## config.mk

```make
export PLATFORM = sky130hd
export DESIGN_NAME = wt_store_ctrl
export DESIGN_NICKNAME = d
export VERILOG_FILES = /design/src/rtl/wts_pkg.sv /design/src/rtl/wts_ctrl.sv /design/src/rtl/wts_bus_port.sv /design/src/rtl/wts_cache_port.sv /design/src/rtl/wt_store_ctrl.sv
export SDC_FILE = /design/constraint.sdc
export NUM_CORES = 1
export LEC_CHECK = 0
export ABC_AREA = 1
export BUFFER_PORTS_ARGS = -buffer_cell sky130_fd_sc_hd__buf_4
export CAP_MARGIN = 15
export CORE_MARGIN = 4
export CORE_UTILIZATION = 52
export DETAILED_ROUTE_END_ITERATION = 8
export PLACE_DENSITY = 0.85
export SLEW_MARGIN = 20
export SYNTH_ARGS = -nofsm -noshare
export SYNTH_HDL_FRONTEND = slang
export SYNTH_HIERARCHICAL = 1
export SYNTH_SLANG_ARGS = --single-unit
```

## constraint.sdc

```tcl
create_clock -name clk -period 2.7 [get_ports clk]
set_input_delay 0 -clock clk [delete_from_list [all_inputs] [get_ports clk]]
set_output_delay 0 -clock clk [all_outputs]
set_load 0.02 [all_outputs]
```

## src/rtl/wts_pkg.sv

```systemverilog
package wts_pkg;

    typedef enum logic [0:0] {
        WTS_IDLE = 1'b0,
        WTS_BUS  = 1'b1
    } wts_state_e;

    typedef enum logic [1:0] {
        WTS_RSP_NONE = 2'd0,
        WTS_RSP_OK   = 2'd1,
        WTS_RSP_ERR  = 2'd2
    } wts_rsp_e;

    // Error takes precedence when both responses arrive together.
    function automatic wts_rsp_e wts_classify(input logic ack, input logic err);
        if (err)
            return WTS_RSP_ERR;
        else if (ack)
            return WTS_RSP_OK;
        else
            return WTS_RSP_NONE;
    endfunction

endpackage

```

## src/rtl/wts_ctrl.sv

```systemverilog
module wts_ctrl
    import wts_pkg::*;
(
    input  logic clk,
    input  logic rst,
    input  logic st_valid,
    input  logic bus_ack,
    input  logic bus_err,
    output logic st_ready,
    output logic accept,
    output logic busy,
    output logic st_done,
    output logic mchk
);

    wts_state_e state_q;
    wts_rsp_e   rsp;

    always_comb begin
        rsp      = wts_classify(bus_ack, bus_err);
        st_ready = (state_q == WTS_IDLE);
        busy     = (state_q == WTS_BUS);
        accept   = st_valid && (state_q == WTS_IDLE);
    end

    always_ff @(posedge clk) begin
        if (rst) begin
            state_q <= WTS_IDLE;
            st_done <= 1'b0;
            mchk    <= 1'b0;
        end else begin
            st_done <= 1'b0;
            mchk    <= 1'b0;
            case (state_q)
                WTS_IDLE: if (accept) state_q <= WTS_BUS;
                WTS_BUS: begin
                    if (rsp != WTS_RSP_NONE) begin
                        st_done <= 1'b1;
                        mchk    <= (rsp == WTS_RSP_ERR);
                        state_q <= WTS_IDLE;
                    end
                end
                default: state_q <= WTS_IDLE;
            endcase
        end
    end

    // a finish pulse only follows an outstanding store
    assert_done_after_busy_R10: assert property (@(posedge clk) disable iff (rst)
        st_done |-> $past(busy));

endmodule

```

## src/rtl/wts_bus_port.sv

```systemverilog
module wts_bus_port #(
    parameter int AW  = 32,
    parameter int DW  = 32,
    parameter int BEW = DW / 8,
    parameter int BOFF = $clog2(BEW)
) (
    input  logic           clk,
    input  logic           rst,
    input  logic           accept,
    input  logic           busy,
    input  logic [AW-1:0]  addr,
    input  logic [DW-1:0]  data,
    input  logic [BEW-1:0] be,
    input  logic           bus_ack,
    input  logic           bus_err,
    output logic           bus_req,
    output logic [AW-1:0]  bus_addr,
    output logic [DW-1:0]  bus_data,
    output logic [BEW-1:0] bus_be
);

    localparam logic [AW-1:0] ALIGN_MASK = ~(AW'((1 << BOFF) - 1));

    logic [AW-1:0]  addr_q;
    logic [DW-1:0]  data_q;
    logic [BEW-1:0] be_q;

    always_ff @(posedge clk) begin
        if (rst) begin
            addr_q <= '0;
            data_q <= '0;
            be_q   <= '0;
        end else if (accept) begin
            addr_q <= addr & ALIGN_MASK;
            data_q <= data;
            be_q   <= be;
        end
    end

    always_comb begin
        bus_req  = busy;
        bus_addr = addr_q;
        bus_data = data_q;
        bus_be   = be_q;
    end

    // the write is held unchanged until the bus answers
    assert_bus_hold_R2: assert property (@(posedge clk) disable iff (rst)
        (bus_req && !bus_ack && !bus_err) |=>
            (bus_req && $stable(bus_addr) && $stable(bus_data) && $stable(bus_be)));

endmodule

```

## src/rtl/wts_cache_port.sv

```systemverilog
module wts_cache_port #(
    parameter int WAYW = 1,
    parameter int SETW = 7,
    parameter int WRDW = 2,
    parameter int DW   = 32,
    parameter int BEW  = DW / 8
) (
    input  logic            clk,
    input  logic            rst,
    input  logic            accept,
    input  logic            hit,
    input  logic [WAYW-1:0] way,
    input  logic [SETW-1:0] set_idx,
    input  logic [WRDW-1:0] word_idx,
    input  logic [DW-1:0]   data,
    input  logic [BEW-1:0]  be,
    output logic            arr_we,
    output logic [WAYW-1:0] arr_way,
    output logic [SETW-1:0] arr_set,
    output logic [WRDW-1:0] arr_word,
    output logic [DW-1:0]   arr_data,
    output logic [BEW-1:0]  arr_be,
    output logic            lru_upd,
    output logic [WAYW-1:0] lru_way,
    output logic [SETW-1:0] lru_set
);

    logic take;
    assign take = accept && hit;

    always_ff @(posedge clk) begin
        if (rst) begin
            arr_we  <= 1'b0;
            lru_upd <= 1'b0;
        end else begin
            arr_we  <= take;
            lru_upd <= take;
        end
    end

    always_ff @(posedge clk) begin
        if (rst) begin
            arr_way  <= '0;
            arr_set  <= '0;
            arr_word <= '0;
            arr_data <= '0;
            arr_be   <= '0;
            lru_way  <= '0;
            lru_set  <= '0;
        end else if (take) begin
            arr_way  <= way;
            arr_set  <= set_idx;
            arr_word <= word_idx;
            arr_data <= data;
            arr_be   <= be;
            lru_way  <= way;
            lru_set  <= set_idx;
        end
    end

    // array write is a single-cycle strobe
    assert_arr_one_shot_R3: assert property (@(posedge clk) disable iff (rst)
        arr_we |=> !arr_we);

endmodule

```

## src/rtl/wt_store_ctrl.sv

```systemverilog
module wt_store_ctrl
    import wts_pkg::*;
#(
    parameter int AW    = 32,
    parameter int DW    = 32,
    parameter int WAYS  = 2,
    parameter int SETS  = 128,
    parameter int WORDS = 4,
    localparam int BEW  = DW / 8,
    localparam int BOFF = $clog2(BEW),
    localparam int WAYW = (WAYS > 1) ? $clog2(WAYS) : 1,
    localparam int SETW = $clog2(SETS),
    localparam int WRDW = $clog2(WORDS)
) (
    input  logic            clk,
    input  logic            rst,
    input  logic            st_valid,
    input  logic [AW-1:0]   st_addr,
    input  logic [DW-1:0]   st_data,
    input  logic [BEW-1:0]  st_be,
    input  logic            lk_hit,
    input  logic [WAYW-1:0] lk_way,
    output logic            st_ready,
    output logic            st_done,
    output logic            mchk,
    output logic            arr_we,
    output logic [WAYW-1:0] arr_way,
    output logic [SETW-1:0] arr_set,
    output logic [WRDW-1:0] arr_word,
    output logic [DW-1:0]   arr_data,
    output logic [BEW-1:0]  arr_be,
    output logic            lru_upd,
    output logic [WAYW-1:0] lru_way,
    output logic [SETW-1:0] lru_set,
    output logic            bus_req,
    output logic [AW-1:0]   bus_addr,
    output logic [DW-1:0]   bus_data,
    output logic [BEW-1:0]  bus_be,
    input  logic            bus_ack,
    input  logic            bus_err
);

    logic          accept;
    logic          busy;
    logic [DW-1:0] masked;

    // disabled byte lanes are zeroed once, shared by both write paths
    for (genvar k = 0; k < BEW; k++) begin : g_lane
        assign masked[8*k +: 8] = st_be[k] ? st_data[8*k +: 8] : 8'h00;
    end

    wts_ctrl u_ctrl (
        .clk      (clk),
        .rst      (rst),
        .st_valid (st_valid),
        .bus_ack  (bus_ack),
        .bus_err  (bus_err),
        .st_ready (st_ready),
        .accept   (accept),
        .busy     (busy),
        .st_done  (st_done),
        .mchk     (mchk)
    );

    wts_bus_port #(.AW(AW), .DW(DW), .BEW(BEW), .BOFF(BOFF)) u_bus (
        .clk      (clk),
        .rst      (rst),
        .accept   (accept),
        .busy     (busy),
        .addr     (st_addr),
        .data     (masked),
        .be       (st_be),
        .bus_ack  (bus_ack),
        .bus_err  (bus_err),
        .bus_req  (bus_req),
        .bus_addr (bus_addr),
        .bus_data (bus_data),
        .bus_be   (bus_be)
    );

    wts_cache_port #(.WAYW(WAYW), .SETW(SETW), .WRDW(WRDW), .DW(DW), .BEW(BEW)) u_cache (
        .clk      (clk),
        .rst      (rst),
        .accept   (accept),
        .hit      (lk_hit),
        .way      (lk_way),
        .set_idx  (st_addr[BOFF+WRDW +: SETW]),
        .word_idx (st_addr[BOFF +: WRDW]),
        .data     (masked),
        .be       (st_be),
        .arr_we   (arr_we),
        .arr_way  (arr_way),
        .arr_set  (arr_set),
        .arr_word (arr_word),
        .arr_data (arr_data),
        .arr_be   (arr_be),
        .lru_upd  (lru_upd),
        .lru_way  (lru_way),
        .lru_set  (lru_set)
    );

    // the cache copy is written only while its bus write is outstanding
    assert_arr_with_bus_R3: assert property (@(posedge clk) disable iff (rst)
        arr_we |-> bus_req);

    // history update accompanies the array write on the same way and set
    assert_lru_with_arr_R4: assert property (@(posedge clk) disable iff (rst)
        arr_we |-> (lru_upd && lru_way == arr_way && lru_set == arr_set));

    // finish pulse coincides with the bus request having dropped
    assert_done_releases_R6: assert property (@(posedge clk) disable iff (rst)
        st_done |-> (!bus_req && st_ready));

    // machine check only together with a finish
    assert_mchk_with_done_R7: assert property (@(posedge clk) disable iff (rst)
        mchk |-> st_done);

    // no acceptance while a write is outstanding
    assert_busy_blocks_R8: assert property (@(posedge clk) disable iff (rst)
        bus_req |-> !st_ready);

endmodule

```

=== After elaboration in Yosys (flattened, before gate mapping) ===
Index checks and enable logic that the tools add are counted.

* Bits of input ports: 75
* Register bits: 116
* Output and inout port bits: 128
* Word-level logic and storage cells: 30

* Eq/ne operators: 1
* Reduce and logical (&&, ||, !) cells: 5
* Bitwise logic cells: 2
* Multiplexer cells: 10

{| class="wikitable"
|+ Operator list
! cell !! number
|-
| two-way mux 8 bit || 4
|-
| two-way mux 1 bit || 4
|-
| OR reduction 3 bit || 1
|-
| equality test 2 bit (second input constant) || 1
|-
| logical AND 1 bit || 2
|-
| two-way mux 2 bit || 1
|-
| NOT 1 bit || 2
|-
| one-hot mux 1 bit (2 select lines) || 1
|-
| nonzero test 2 bit || 1
|-
| OR reduction 2 bit || 1
|}

=== Depth between registers and ports, before layout ===
Gate-level depths: netlist (run 1).

* Depth in word-level cells: 5
* Depth in mapped cells: 8
* Depth with buffers taken out: 6

=== Modules after synthesis ===
The synthesis (run 1) kept the hierarchy.

{| class="wikitable"
|+ Modules (own cells, without submodules)
! module !! area each (um2) !! seq. area each (um2) !! cells each !! times used
|-
| wts_bus_port || 2733.9 || 1321.3 || 423 || 1
|-
| wts_cache_port || 1988.2 || 940.9 || 303 || 1
|-
| wt_store_ctrl || 260.2 || 0.0 || 68 || 1
|-
| wts_ctrl || 122.6 || 60.1 || 18 || 1
|}

=== Least setup slack after synthesis (run 1) ===
No wires, ideal clock.

* Path kind: reg-to-reg
* Start point: reg u_ctrl.state_q (netlist: u_ctrl/busy)
* End point: reg u_bus.addr_q[10] (netlist: u_bus/bus_addr[10])
* Setup time: 0.113 ns
* Arrival time: 0.969 ns
* Slack: 1.618 ns
* Path buffers: 3
* Cell stages (with the launch flop): 7
* Required time: 2.587 ns
* Period minus slack after synthesis: 1.082 ns
* Cells stage by stage: dfxtp_1 nor2_1 buf_2 buf_6 buf_4 nor2_1 nor2_1

* Cells in the longest elaborated chain, start to end: 2

{| class="wikitable"
|+ Ends and longest elaborated chain
! element !! RTL line !! text
|-
| from (decl) || wts_ctrl.sv:16 || <nowiki>wts_state_e state_q;</nowiki>
|-
| from (signal assigned) || wts_ctrl.sv:28 || <nowiki>state_q <= WTS_IDLE;</nowiki>
|-
| from (signal assigned) || wts_ctrl.sv:35 || <nowiki>WTS_IDLE: if (accept) state_q <= WTS_BUS;</nowiki>
|-
| from (signal assigned) || wts_ctrl.sv:40 || <nowiki>state_q <= WTS_IDLE;</nowiki>
|-
| NOT 1 bit || wts_ctrl.sv:23 || <nowiki>accept = st_valid && (state_q == WTS_IDLE);</nowiki>
|-
| logical AND 1 bit || wts_ctrl.sv:23 ||
|-
| via accept || wt_store_ctrl.sv:43 || <nowiki>logic accept;</nowiki>
|-
| to (signal assigned) || wts_bus_port.sv:34 || <nowiki>addr_q <= addr & ALIGN_MASK;</nowiki>
|-
| to (decl) || wts_bus_port.sv:24 || <nowiki>logic [AW-1:0] addr_q;</nowiki>
|}

The timed path passes the listed nets, and every way through them passes these cells.
A chain may end at the register's enable or synchronous reset.

=== Worst setup path in the final report (run 1) ===
* Start point: reg u_ctrl.state_q (netlist: u_ctrl/busy)
* End point: reg u_cache.arr_data[20]

* Cells in the longest elaborated chain, start to end: 3

{| class="wikitable"
|+ Ends and longest elaborated chain
! element !! RTL line !! text
|-
| NOT 1 bit || wts_ctrl.sv:23 ||
|-
| logical AND 1 bit || wts_ctrl.sv:23 ||
|-
| via accept || wt_store_ctrl.sv:43 ||
|-
| logical AND 1 bit || wts_cache_port.sv:29 || <nowiki>assign take = accept && hit;</nowiki>
|-
| to (signal assigned) || wts_cache_port.sv:54 || <nowiki>arr_data <= data;</nowiki>
|-
| to (decl) || wts_cache_port.sv:21 || <nowiki>output logic [DW-1:0] arr_data,</nowiki>
|}

The timed path passes the listed nets, and every way through them passes these cells.

==> impl_metrics.env, run 1 <==
export IMPL_syn_to_final_growth_pct=55.8
export IMPL_postRouteAntennaNets=0
export IMPL_synth_fa_ha_area_frac=0
export IMPL_root_buffer="clkbuf_8"
export IMPL_whs_endpoint="u_cache/lru_upd"
export IMPL_coreArea_um2=9420
export IMPL_slew_viol_final=0
export IMPL_path_class="reg -> reg"
export IMPL_yosys_area_share_simple=0.361
export IMPL_drcViolationCount=0
export IMPL_clkSinkCount=116
export IMPL_synth_compound_area_share=0.000980
export IMPL_drt_wl_total_mm=16.8
export IMPL_die_x_um=107
export IMPL_endpoint_kind="register"
export IMPL_hp_class="in -> reg"
export IMPL_worst_ir_drop_vdd_mv=0.411
export IMPL_finClkSkew_ns=0.00805
export IMPL_netlist_instances=812
export IMPL_vias_per_cell=4.65
export IMPL_fp_dieH_um=107
export IMPL_p_per_area_nw_per_um2=668
export IMPL_grt_pass1_vias=5509
export IMPL_critPathArrivalTime_ns=2.10
export IMPL_max_cap_viol_count=0
export IMPL_drtIter0Drc=361
export IMPL_holdPathStages=3
export IMPL_num_nets_final=1144
export IMPL_initial_utilization=0.542
export IMPL_worstPathMaxFanout=93
export IMPL_hpwl_mm=8.33
export IMPL_avgSynthCellArea_um2=6.29
export IMPL_synth_seq_cells=116
export IMPL_tns_ns=0
export IMPL_cp_start_kind="register"
export IMPL_cts_tree="done"
export IMPL_num_rows=35
export IMPL_detail_route_wl_per_cell_um=13.9
export IMPL_status="complete, no violations"
export IMPL_final_cell_mix="nand2_1, nor2_1, buf_4, inv_1, dfxtp_1"
export IMPL_n_antenna_cell=0
export IMPL_overflow=0
export IMPL_finalCritPeriodShare=0.636
export IMPL_antenna_found_initial=0
export IMPL_die_area_um2=11500
export IMPL_ios=203
export IMPL_place_gp_congestion=0.790
export IMPL_yosys_top_cells_area="dfxtp_1, nand2_1, nor2_1"
export IMPL_final_setup_viol_count=0
export IMPL_clk_pin_slew_ns=0.06
export IMPL_fin_util=0.845
export IMPL_grt_max_degree=133
export IMPL_cts_setup_buffers=0
export IMPL_via_count=5621
export IMPL_synthXorXnorAreaFrac=0
export IMPL_synth_largest_area_cell="dfxtp_1"
export IMPL_cts_max_level=4
export IMPL_cts_buffers=17
export IMPL_final_common_cell="nand2_1"
export IMPL_crit_required_ns=3.08
export IMPL_synth_area_mux_share=0
export IMPL_ys_warn_count=6
export IMPL_min_period_ns=1.72
export IMPL_ys_seq_area_frac=0.455
export IMPL_cts_buffer_depth=2
export IMPL_first_pass_iters=5
export IMPL_slew_limit_headroom=0.360
export IMPL_regToRegSetupSlack_ns=0.98
export IMPL_layout_drive_gt1_share=0.220
export IMPL_clkLatencyLatePin_ns=0.51
export IMPL_rr_worst_depth=5
export IMPL_r2r_end="u_cache/arr_data[20]"
export IMPL_max_freq_mhz=582
export IMPL_synth_top_family_by_area="simple AND/OR/NAND/NOR gates"
export IMPL_min_delay_start="rst"
export IMPL_leakage_nw=4.54
export IMPL_rsz0062_at_grt="false"
export IMPL_grt_total_usage=0.289
export IMPL_syn_area_um2=5100
export IMPL_tightestPinTransition_ns=0.960
export IMPL_yosys_area_top_type_share=0.455
export IMPL_io_buffers=198
export IMPL_r2r_start="u_ctrl/busy"
export IMPL_grt_pass1_wl_mm=26.1
export IMPL_ys_types=12
export IMPL_finalHoldViolations=0
## sequential cells by signal, indices dropped and copies added, names as in the netlist
| name | count |
|---|---|
| u_cache/lru_upd | 1 |
| u_cache/lru_way | 1 |
| u_ctrl/st_done | 1 |
| u_bus/bus_be | 4 |
| u_cache/arr_data | 32 |
| u_cache/arr_word | 2 |
| u_cache/arr_be | 4 |
| u_bus/bus_data | 32 |
| u_ctrl/busy | 1 |
| u_cache/arr_set | 7 |
| u_ctrl/mchk | 1 |
| u_bus/bus_addr | 30 |
## logic make-up (layout without fill, tap and decap cells)
logic type / after synthesis / in the layout
AO/OA/AOI/OAI: 1 / 1
buffers and inverters: 204 / 472
flip-flops: 116 / 116
other: 1 / 2
AND/OR/NAND/NOR: 490 / 490
## how the worst max path moves through the flow
stage                startpoint                    to  slack (ns)  cells past startpoint
global placement    u_ctrl/busy    u_cache/arr_set[2]        1.15                      5
detailed placement  u_ctrl/busy  u_cache/arr_data[13]        1.11                      5
CTS                 u_ctrl/busy  u_cache/arr_data[27]        1.08                      5
finish              u_ctrl/busy  u_cache/arr_data[20]        0.98                      5
floorplan           u_ctrl/busy    u_bus/bus_addr[10]        1.62                      6
global route        u_ctrl/busy  u_cache/arr_data[17]        0.88                      5
## critical path, stage by stage, from the launching register on
cell and delay [ns]:
dfxtp_1 0.43, nor2_4 0.09, nand2_4 0.67, nand2_1 0.15
nand2_1 0.13, nor2_1 0.06
## repair_timing
action,in CTS,in global routing
gates resized for setup,0,0
hold buffers,89,0
hold endpoints to repair,115,0
## per-layer routing
layer | part of all wire | GRT usage | vias to the layer above
li1 | - | - | 2772
met1 | 0.36 | 0.298 | 2477
met2 | 0.50 | 0.507 | 299
met3 | 0.087 | 0.0879 | 73
met4 | 0.053 | 0.186 | 0
met5 | 0 | 0 | -
## synthesized netlist by cell type (all sizes together)
master / number
inv: 152
clkbuf: 2
nand2: 259
dfxtp: 116
nor2: 231
buf: 50
o21ai: 1
conb: 1
## power by group
group	switching (mW)	leakage, nW	internal [mW]
sequential	0.0788	0.958	1.85
combinational	0.596	3.28	0.455
clock	0.789	0.300	1.54
total	1.46	4.54	3.84
## metrics by stage
| stage | setup slack (ns) | std cells | area (um2) | power, mW | hold WS, ns |
|---|---|---|---|---|---|
| floorplan | 1.62 | 813 | 5110 | 2.51 | 0.0724 |
| global placement | 1.15 | 1090 | 6440 | 2.84 | 0.222 |
| detailed placement | 1.11 | 1090 | 6440 | 2.85 | 0.227 |
| CTS | 1.08 | 1210 | 7950 | 5.29 | 0.230 |
| global route | 0.884 | 1210 | 7950 | 5.51 | 0.250 |
| finish | 0.983 | 1210 | 7950 | 5.31 | 0.267 |
## cell type report
type | instances | area [um2]
timing repair buffer | 289 | 2400
sequential | 116 | 2320
multi-input combinational | 493 | 1870
fill | 522 | 1460
inverter | 152 | 571
clock buffer | 19 | 442
clock inverter | 12 | 180
tap | 129 | 161
No activity file was read; power rests on OpenSTA's default activity.
==> run 2: changes to the inputs <==
CORE_UTILIZATION = 49   (was 52)
PLACE_DENSITY = 0.81   (was 0.85)
clock period = 1.7 ns   (was 2.7 ns; I/O delays follow)
==> impl_metrics.env, run 2 (synthesis gave the netlist of run 1 again) <==
export IMPL_coreArea_um2=9950
export IMPL_critPathArrivalTime_ns=2.05
export IMPL_root_buffer="clkbuf_8"
export IMPL_p_sw_mw=2.40
export IMPL_vias_per_cell=4.52
export IMPL_fillers=660
export IMPL_final_setup_viol_count=0
export IMPL_grt_total_usage=0.272
export IMPL_antenna_found_initial=0
export IMPL_drcViolationCount=0
export IMPL_fp_dieH_um=110
export IMPL_rsz0062_at_grt="false"
export IMPL_multi_input_area_um2=1870
export IMPL_grtUsageMet3=0.0786
export IMPL_grt_pass1_wl_mm=25.7
export IMPL_met2_usage=0.500
export IMPL_clkLatencyLatePin_ns=0.50
export IMPL_max_cap_viol_count=0
export IMPL_hp_class="in -> reg"
export IMPL_num_rows=36
export IMPL_drt_wl_total_mm=16.7
export IMPL_seqCellArea_um2=2320
export IMPL_finalCritPeriodShare=0.975
export IMPL_r2r_start="u_ctrl/busy"
export IMPL_power_share_clock=0.412
export IMPL_path_class="reg -> reg"
export IMPL_status="complete, no violations"
export IMPL_final_cells=1225
export IMPL_drtIter0Drc=369
export IMPL_worstPathMaxFanout=39
export IMPL_overflow=0
export IMPL_seqPwrFrac=0.379
export IMPL_die_area_um2=12100
export IMPL_crit_path_end="u_cache/lru_way"
export IMPL_first_pass_iters=6
export IMPL_slew_viol_final=0
export IMPL_grt_pass1_vias=5476
export IMPL_die_x_um=110
export IMPL_tns_ns=0
export IMPL_r2r_end="u_cache/lru_way"
export IMPL_finClkSkew_ns=0.0114
export IMPL_intPower_mw=5.66
export IMPL_crit_required_ns=2.09
export IMPL_worst_ir_drop_vdd_mv=0.703
export IMPL_min_period_ns=1.66
export IMPL_max_freq_mhz=603
export IMPL_hpwl_mm=8.91
export IMPL_cts_max_level=4
export IMPL_clkSinkCount=116
export IMPL_clk_pin_slew_ns=0.06
export IMPL_regToRegSetupSlack_ns=0.04
export IMPL_leakage_nw=4.58
export IMPL_postRouteAntennaNets=0
export IMPL_swShare=0.298
export IMPL_layout_drive_gt1_share=0.226
export IMPL_syn_to_final_growth_pct=57.0
export IMPL_rr_worst_depth=6
export IMPL_busiest_layer="met2"
export IMPL_grtUsageMet1=0.289
export IMPL_cts_buffer_depth=2
export IMPL_ios=203
export IMPL_num_nets_final=1154
export IMPL_final_cell_mix="nand2_1, nor2_1, buf_4, inv_1, dfxtp_1"
export IMPL_critPathLaunch="u_ctrl/busy"
export IMPL_via_count=5532
export IMPL_p_per_area_nw_per_um2=1010
export IMPL_detail_route_wl_per_cell_um=13.6
export IMPL_finalHoldViolations=0
export IMPL_finalPower_mw=8.07
export IMPL_dpl_cell_count=1100
export IMPL_grt_max_degree=75
export IMPL_cp_start_kind="register"
export IMPL_p_comb_frac=0.209
export IMPL_io_buffers=198
export IMPL_place_gp_congestion=0.726
export IMPL_initial_utilization=0.513
export IMPL_endpoint_kind="register"
export IMPL_cts_buffers=17
export IMPL_final_common_cell="nand2_1"
export IMPL_cts_tree="done"
export IMPL_n_antenna_cell=0
==> run 2: changes by cell type in the layout (fill, tap and decap cells not counted), sizes merged <==
cell,change
inv,+3
clkbuf,-1
clkinvlp,+4
buf,+7
clkinv,-2
bufinv,-3
dlygate4sd3,+3
==> run 2: worst min path at each step <==
stage | start | depth (start not counted) | end | slack (ns)
2_1_floorplan | rst | 1 | u_cache/lru_upd | 0.07
3_3_place_gp | lk_way | 3 | u_cache/lru_way | 0.23
3_5_place_dp | st_addr[2] | 3 | u_cache/arr_word[0] | 0.24
4_1_cts | lk_hit | 5 | u_cache/arr_data[25] | 0.0005
5_1_grt | lk_hit | 5 | u_cache/arr_be[3] | 0.02
6_report | lk_hit | 5 | u_cache/arr_data[27] | 0.03
==> run 2: repair_timing <==
item / 4_1_cts / 5_1_grt
gates resized for setup: 0 / 1
setup endpoints to repair: 0 / 5
setup buffers: 0 / 1
hold endpoints to repair: 116 / 0
hold buffers: 92 / 0
==> run 2: routing by layer <==
metal	share of wire	wire, um	up-vias
met1	0.38	6260	2463
met5	0	0	-
met2	0.52	8620	241
met4	0.026	436	0
met3	0.083	1380	39
li1	-	-	2789
==> run 2: layout make-up <==
type                    count  area share
repair buffers            299       0.315
flip-flops and latches    116       0.290
inverters                 152      0.0712
clock buffers              18      0.0534
multi-input cells         493       0.234
clock inverters            14      0.0161
well taps                 133      0.0208
==> run 2: stage by stage <==
| step | utilization | worst slack [ns] | hold WS, ns | area (um2) |
|---|---|---|---|---|
| finish | 0.805 | 0.0424 | 0.0347 | 8010 |
| global route | 0.805 | 0.0180 | 0.0164 | 8010 |
| CTS | 0.804 | 0.0428 | 0.000536 | 8010 |
| detailed placement | 0.656 | 0.477 | 0.239 | 6530 |
| global placement | 0.656 | 0.480 | 0.231 | 6530 |
| floorplan | - | 0.618 | 0.0724 | 5110 |
==> run 2: worst max-delay path: stages, from the launching register on <==
cell and delay [ns]:
dfxtp_2 0.35, nor2_4 0.12, nand2_4 0.09, buf_12 0.17, nor2_1 0.15, dlygate4sd3_1 0.60, nor2_1 0.07
==> run 2: power groups by stage <==
stage / sequential, mW / combinational, mW / clock (mW)
final: 3.06 / 1.69 / 3.32
after global routing: 3.08 / 1.84 / 3.50
after CTS: 3.05 / 1.63 / 3.35
after detailed placement: 3.10 / 1.46 / 0
after global placement: 3.09 / 1.44 / 0
after floorplan: 3.35 / 0.642 / 0
